`src/rtl/reg_key_guard_pkg.sv`:
```
package reg_key_guard_pkg;
   typedef enum logic [1:0] {
      GUARD_SHUT  = 2'd0,
      GUARD_ARMED = 2'd1,
      GUARD_OPEN  = 2'd2
   } guard_state_e;

   localparam int unsigned KEY_W = 32;
endpackage

```
`src/rtl/reg_key_guard_fsm.sv`:
```
module reg_key_guard_fsm
   import reg_key_guard_pkg::*;
#(
   parameter int unsigned IDX_W    = 6,
   parameter int unsigned KICK_A   = 27,
   parameter int unsigned KICK_B   = 28,
   parameter logic [KEY_W-1:0] KEY_A = 32'h83E7_0B13,
   parameter logic [KEY_W-1:0] KEY_B = 32'h95A4_F1E0
) (
   input  logic             clk,
   input  logic             rst_n,
   input  logic             wr_valid,
   input  logic             wr_word,
   input  logic [IDX_W-1:0] wr_idx,
   input  logic [KEY_W-1:0] wr_data,
   output logic             open_o
);
   guard_state_e state_q, state_d;
   logic hit_a, hit_b, good_a, good_b;

   assign hit_a  = wr_valid && (wr_idx == IDX_W'(KICK_A));
   assign hit_b  = wr_valid && (wr_idx == IDX_W'(KICK_B));
   assign good_a = wr_word && (wr_data == KEY_A);
   assign good_b = wr_word && (wr_data == KEY_B);

   always_comb begin
      state_d = state_q;
      if (hit_a) begin
         if (!good_a)                   state_d = GUARD_SHUT;
         else if (state_q != GUARD_OPEN) state_d = GUARD_ARMED;
      end else if (hit_b) begin
         if (good_b && state_q != GUARD_SHUT) state_d = GUARD_OPEN;
         else                                 state_d = GUARD_SHUT;
      end
   end

   always_ff @(posedge clk or negedge rst_n) begin
      if (!rst_n) state_q <= GUARD_SHUT;
      else        state_q <= state_d;
   end

   assign open_o = (state_q == GUARD_OPEN);
endmodule

```
`src/rtl/reg_key_guard_dec.sv`:
```
module reg_key_guard_dec #(
   parameter int unsigned IDX_W     = 6,
   parameter int unsigned REG_COUNT = 40,
   parameter int unsigned KICK_A    = 27,
   parameter int unsigned KICK_B    = 28,
   parameter logic [REG_COUNT-1:0] PROT_MASK = '0
) (
   input  logic                 wr_valid,
   input  logic [IDX_W-1:0]     wr_idx,
   input  logic                 open_i,
   output logic [REG_COUNT-1:0] we_o
);
   for (genvar i = 0; i < REG_COUNT; i++) begin : g_slot
      if (i == KICK_A || i == KICK_B) begin : g_kick
         assign we_o[i] = 1'b0;
      end else if (PROT_MASK[i]) begin : g_prot
         assign we_o[i] = wr_valid && (wr_idx == IDX_W'(i)) && open_i;
      end else begin : g_free
         assign we_o[i] = wr_valid && (wr_idx == IDX_W'(i));
      end
   end
endmodule

```
`src/rtl/reg_key_guard.sv`:
```
module reg_key_guard
   import reg_key_guard_pkg::*;
#(
   parameter int unsigned ADDR_W    = 8,
   parameter int unsigned REG_COUNT = 40,
   parameter logic [REG_COUNT-1:0] PROT_MASK = 40'h3F_0007_FFFF,
   parameter int unsigned KICK_A_OFF = 'h6C,
   parameter int unsigned KICK_B_OFF = 'h70,
   parameter logic [KEY_W-1:0] KEY_A = 32'h83E7_0B13,
   parameter logic [KEY_W-1:0] KEY_B = 32'h95A4_F1E0
) (
   input  logic                 clk,
   input  logic                 rst_n,
   input  logic                 wr_valid,
   input  logic                 wr_word,
   input  logic [ADDR_W-1:0]    wr_addr,
   input  logic [KEY_W-1:0]     wr_data,
   output logic [REG_COUNT-1:0] reg_we,
   output logic                 unlocked
);
   localparam int unsigned IDX_W  = ADDR_W - 2;
   localparam int unsigned KICK_A = KICK_A_OFF / 4;
   localparam int unsigned KICK_B = KICK_B_OFF / 4;

   if (REG_COUNT > (1 << IDX_W)) begin : g_bad_count
      $error("REG_COUNT exceeds the address space");
   end
   if ((KICK_A_OFF % 4) != 0 || (KICK_B_OFF % 4) != 0) begin : g_bad_align
      $error("kick offsets must be word aligned");
   end
   if (KICK_A == KICK_B) begin : g_bad_kick
      $error("kick registers must differ");
   end

   logic [IDX_W-1:0] idx;
   logic             open_w;

   assign idx = wr_addr[ADDR_W-1:2];

   reg_key_guard_fsm #(
      .IDX_W(IDX_W), .KICK_A(KICK_A), .KICK_B(KICK_B),
      .KEY_A(KEY_A), .KEY_B(KEY_B)
   ) fsm_i (
      .clk(clk), .rst_n(rst_n), .wr_valid(wr_valid), .wr_word(wr_word),
      .wr_idx(idx), .wr_data(wr_data), .open_o(open_w)
   );

   reg_key_guard_dec #(
      .IDX_W(IDX_W), .REG_COUNT(REG_COUNT), .KICK_A(KICK_A),
      .KICK_B(KICK_B), .PROT_MASK(PROT_MASK)
   ) dec_i (
      .wr_valid(wr_valid), .wr_idx(idx), .open_i(open_w), .we_o(reg_we)
   );

   assign unlocked = open_w;
endmodule

```
`config.mk`:
```
export PLATFORM = sky130hd
export DESIGN_NAME = reg_key_guard
export DESIGN_NICKNAME = d
export VERILOG_FILES = /design/src/rtl/reg_key_guard_pkg.sv /design/src/rtl/reg_key_guard_fsm.sv /design/src/rtl/reg_key_guard_dec.sv /design/src/rtl/reg_key_guard.sv
export SDC_FILE = /design/constraint.sdc
export NUM_CORES = 1
export LEC_CHECK = 0
export ABC_CLOCK_PERIOD_IN_PS = 1300
export BUFFER_PORTS_ARGS = -buffer_cell sky130_fd_sc_hd__buf_4
export CAP_MARGIN = 10
export CORE_MARGIN = 10
export CORE_UTILIZATION = 32
export CTS_BUF_LIST = sky130_fd_sc_hd__clkbuf_8
export CTS_CLUSTER_DIAMETER = 150
export DETAILED_ROUTE_END_ITERATION = 8
export PLACE_DENSITY = 0.79
export SLEW_MARGIN = 20
export SYNTH_ARGS = -nofsm -noshare
export SYNTH_HDL_FRONTEND = slang
export SYNTH_HIERARCHICAL = 1
export SYNTH_SLANG_ARGS = --single-unit
```
`constraint.sdc`:
```
create_clock -name clk -period 1.3 [get_ports clk]
set_input_delay 0 -clock clk [delete_from_list [all_inputs] [get_ports clk]]
set_output_delay 0 -clock clk [all_outputs]
set_load 0.03 [all_outputs]
```
---- After elaboration in Yosys (flattened, before gate mapping) ----
Cells that the tools add are included.
storage, ports and cells
  register bits ........................... 2
  input port bits ......................... 44
  word-level logic and storage cells ...... 122
cells by class
  equality and inequality tests ........... 44
  mux-type cells .......................... 5
  reduce and logical (&&, ||, !) cells .... 72
operators by type and width
  kind                                                              count
  6-bit by 5-bit == test with 1-bit output (second input constant)  16
  1-bit logical AND                                                 68
  32-bit == test (second input constant)                            2
  6-bit by 4-bit == test with 1-bit output (second input constant)  8
  6-bit == test (second input constant)                             8
  6-bit by 3-bit == test with 1-bit output (second input constant)  4
  6-bit by 2-bit == test with 1-bit output (second input constant)  2
  2-bit 2-to-1 mux                                                  5
  6-bit by 1-bit == test with 1-bit output (second input constant)  1
  6-bit logical NOT                                                 1
  2-bit nonzero test                                                2
  3-bit != test (second input constant)                             1
  2-bit == test (second input constant)                             1
  2-bit != test (second input constant)                             1
  2-bit AND reduction                                               1

---- Longest topological paths before layout ----
  word-level depth ........................ 6
  depth in mapped cells ................... 4
  gate-level depth less buffers ........... 4

---- By module ----
Netlist, hierarchy kept.
by module, submodules not included
  module             times used  cells an instance  area each (sq um)  sequential area each (sq um)
  reg_key_guard_dec  1           69                 447.9              0.0
  reg_key_guard_fsm  1           33                 332.8              50.0

---- Worst setup path after synthesis ----
Ideal clock, no wire load.
  path kind ............................... flip-flop to output port
  start point ............................. register fsm_i.state_q[0]
  end point ............................... output reg_we[1]
  arrival time ............................ 2.368 ns
  required time ........................... 1.300 ns
  slack ................................... -1.068 ns
  cell stages (with the launch flop) ...... 5
  path buffers ............................ 1
  path through ............................ dfrtp_1 -> nor2b_1 -> nand4bb_1 -> clkbuf_1 -> nor4_1
between the ends
  word-level cells in the longest chain between the ends .. 2
RTL lines
  what                    RTL line                 text
  from (decl)             reg_key_guard_fsm.sv:18  guard_state_e state_q, state_d;
  from (signal assigned)  reg_key_guard_fsm.sv:39  else state_q <= state_d;
  2-bit == test           reg_key_guard_fsm.sv:42  assign open_o = (state_q == GUARD_OPEN);
  net unlocked            reg_key_guard.sv:19      output logic unlocked
  1-bit logical AND       reg_key_guard_dec.sv:17  assign we_o[i] = wr_valid && (wr_idx == IDX_W'(i)) && open_i;
  to (decl)               reg_key_guard.sv:18      output logic [REG_COUNT-1:0] reg_we,
The timed path passes the listed nets, and every way through them passes these cells.

---- Worst setup path in the final report ----
  start point ............................. register fsm_i.state_q[0]
  end point ............................... output reg_we[10]
between the ends
  word-level cells in the longest chain between the ends .. 2
RTL lines
  what               RTL line
  2-bit == test      reg_key_guard_fsm.sv:42
  1-bit logical AND  reg_key_guard_dec.sv:17
No other way between the ends.

==> out/results.tsv <==
metric	value	unit
failing checks	setup timing	
Max Fclk	603	MHz
Root Buffer	clkbuf_8	
area of the multi-input gates	942	um2
FF-to-FF End	fsm_i/state_q[1]$_DFFE_PN0P_	
final period utilization	1.28	
Max clock buf depth	2	
Startpoint Class	flip-flop	
clock skew	0.00200	ns
Hold WC Path Type	in -> async	
Setup violations, final	27	
CP max stage delay	0.54	ns
Initial Util	0.343	
worst hold slack	0.131	ns
mux share of post-synthesis cell area	0	
Slew Limit Fails	0	
Core ar.	2280	um2
nature of the critical path endpoint	primary output	
grt ovf	0	
synthesis warning total	6	
cell count after synthesis	102	
Top reg by flops	fsm_i/state_q	
run status	complete, but fails checks	
antenna violations before repair	0	
crit path max-delay cell type	or4b_4	
critical path cell sequence	nor2b_4 > or4b_4 > nor3_4 > buf_6	
CTS buffer count	3	
CTS HTree Levels	1	
IO Pins	85	
RSZ-0062 raised after global routing	yes	
vias in the first global route	1353	
Adder-Cell Fraction of Synth Area	0	
Vias	1268	
antenna fix cells	0	
CP arrival	1.66	ns
largest net degree at the start of global routing	13	
CTS tree	yes	
R2R Setup Slk	-0.08	ns
Vias per Instance	5.66	
Hold Vio Cnt, Final	0	
FF+latch area	50.0	um2
placed inst area	1710	um2
Pleak	0.827	nW
Largest regs	fsm_i/state_q x2	
Sink Count	2	
final WL	4370	um
max reg flops	2	
FF+latch count, synth	2	
Layout area overhead	147	%
final instance area	1930	um2
fin nets	242	
fin crit period	1.66	ns
drt drc	0	
RePlAce Congestion	0.819	
# fillers	122	
global-route wire length before repair	6520	um
register area share after synthesis	0.0641	
die extent in y	69.4	um
hpwl dp	3360	um
Worst Path Required	1.30	ns
leading cell type in the layout, fill and taps excluded	buf_4	
most frequent cells in the layout	buf_4, buf_6, nor4_4, nor3_1, nor2_1	
max cap viols	0	
CTS clk-pin slew, worst paths	0.03	ns
row cnt	17	
number of detailed-route iterations in the first pass	4	
Worst-Margin Slew	0.645	ns
VDD IR-drop max	799	uV
setup ws final	-0.358	ns
post-synthesis cell area	781	um2
Compound-Gate Fraction of Synth Area	0.0401	
DR WL/cell	19.5	um
Synth Area in XOR/XNOR	0	
DR iter-0 viols	84	
CP Class	reg -> out	
post-synthesis simple-gate area fraction	0.801	
Tot GR Track Use	0.156	
IO buf count	80	
Clock Latency Late Sink	0.21	ns
share of post-route cells with drive strength above 1	0.699	
Reg2Reg Depth	6	
post-route ant nets	0	
r2r startpoint	fsm_i/state_q[1]$_DFFE_PN0P_	
Max FO, Critical Path	4	
library cells used by synthesis	36	
Die Area	4820	um2
pwr/cell area	330	nW/um2
Slew headroom	0.569	
Die W	69.4	um
largest family of logic cells by synthesized area	simple AND/OR/NAND/NOR gates	
Avg Inst Size Synth	7.65	um2
==> worst max-delay path: cells and delay by family, from the launching register on <==
| kind | cells | cell delay (ns) |
|---|---|---|
| DFF | 1 | 0.39 |
| buffers and inverters | 1 | 0.16 |
| and+or+nand+nor | 3 | 0.90 |
==> how the worst max path moves through the flow <==
stage	cells after the start	to	from
floorplan	3	reg_we[8]	fsm_i/state_q[0]$_DFFE_PN0P_
global placement	4	reg_we[8]	fsm_i/state_q[0]$_DFFE_PN0P_
detailed placement	4	reg_we[8]	fsm_i/state_q[0]$_DFFE_PN0P_
CTS	4	reg_we[8]	fsm_i/state_q[0]$_DFFE_PN0P_
global route	7	reg_we[32]	fsm_i/state_q[0]$_DFFE_PN0P_
finish	4	reg_we[10]	fsm_i/state_q[0]$_DFFE_PN0P_
==> timing repair <==
action                                  CTS  global route
hold buffers                              1             0
endpoints found under the setup margin   26            26
resized for setup                        19             8
pin swaps                                 4             2
buffers inserted                          2             3
endpoints found under the hold margin     2             0
==> synth_stat cells <==
| cell | count | area share |
|---|---|---|
| or4b_4 | 3 | 0.053 |
| or3b_1 | 1 | 0.011 |
| nand4_1 | 1 | 0.0080 |
| nor3_2 | 2 | 0.026 |
| and4b_1 | 2 | 0.026 |
| and3_1 | 1 | 0.0080 |
| nor3b_1 | 1 | 0.0096 |
| inv_1 | 1 | 0.0048 |
| nand4b_1 | 7 | 0.079 |
| conb_1 | 1 | 0.0048 |
| a2111oi_0 | 1 | 0.011 |
| dfrtp_1 | 2 | 0.064 |
| or4b_1 | 2 | 0.026 |
| and4_1 | 1 | 0.011 |
| a211o_1 | 1 | 0.011 |
| o22a_1 | 1 | 0.011 |
| buf_4 | 4 | 0.038 |
| or4bb_1 | 2 | 0.029 |
| nand2_1 | 2 | 0.0096 |
| clkbuf_1 | 4 | 0.019 |
| buf_6 | 1 | 0.014 |
| nor4bb_1 | 1 | 0.013 |
| nor2b_1 | 1 | 0.0080 |
| nor4_1 | 13 | 0.10 |
| and3b_1 | 1 | 0.011 |
| nand4bb_1 | 3 | 0.043 |
| nor2_1 | 12 | 0.058 |
| o21ai_1 | 1 | 0.0064 |
| nand4bb_4 | 1 | 0.035 |
| nor4_4 | 2 | 0.054 |
| or4_4 | 1 | 0.014 |
| buf_2 | 2 | 0.013 |
| and2_1 | 1 | 0.0080 |
| nor3_1 | 15 | 0.096 |
| nand3b_1 | 3 | 0.029 |
| nand2b_1 | 4 | 0.032 |
==> routing by layer <==
metal | track usage | vias to the layer above | routed length (um)
met5 | 0 | - | 0
met4 | 0.0333 | 0 | 81
met3 | 0.0556 | 8 | 376
met2 | 0.296 | 69 | 2300
met1 | 0.157 | 595 | 1620
li1 | - | 596 | -
==> where the power goes <==
group	switching [mW]	internal (mW)
Clock	0.0461	0.196
Combinational	0.165	0.151
Sequential	0.00836	0.0710
Total	0.219	0.417
==> final cells by class <==
type / count / share of cell area
Multi-Input combinational cell: 89 / 0.489
Timing Repair Buffer: 101 / 0.444
Sequential cell: 2 / 0.0260
Clock buffer: 3 / 0.0214
Tap cell: 28 / 0.0182
Inverter: 1 / 0.00195
==> logic make-up after synthesis <==
family / after synthesis
AOI/OAI and AO/OA: 4
buffers and inverters: 12
DFF: 2
and+or+nand+nor: 83
other: 1
==> through the flow <==
step	total power, mW	setup slack, ns	instances	utilization	TNS [ns]
after detailed placement	0.381	-0.140	215	0.750	-0.683
after global placement	0.370	-0.123	215	0.750	-0.462
after CTS	0.633	-0.332	221	0.810	-5.00
after floorplan	0.230	-0.325	103	-	-4.16
final	0.636	-0.358	224	0.847	-6.13
after global routing	0.673	-0.424	224	0.847	-8.17
(Power assumes the default switching activity.)
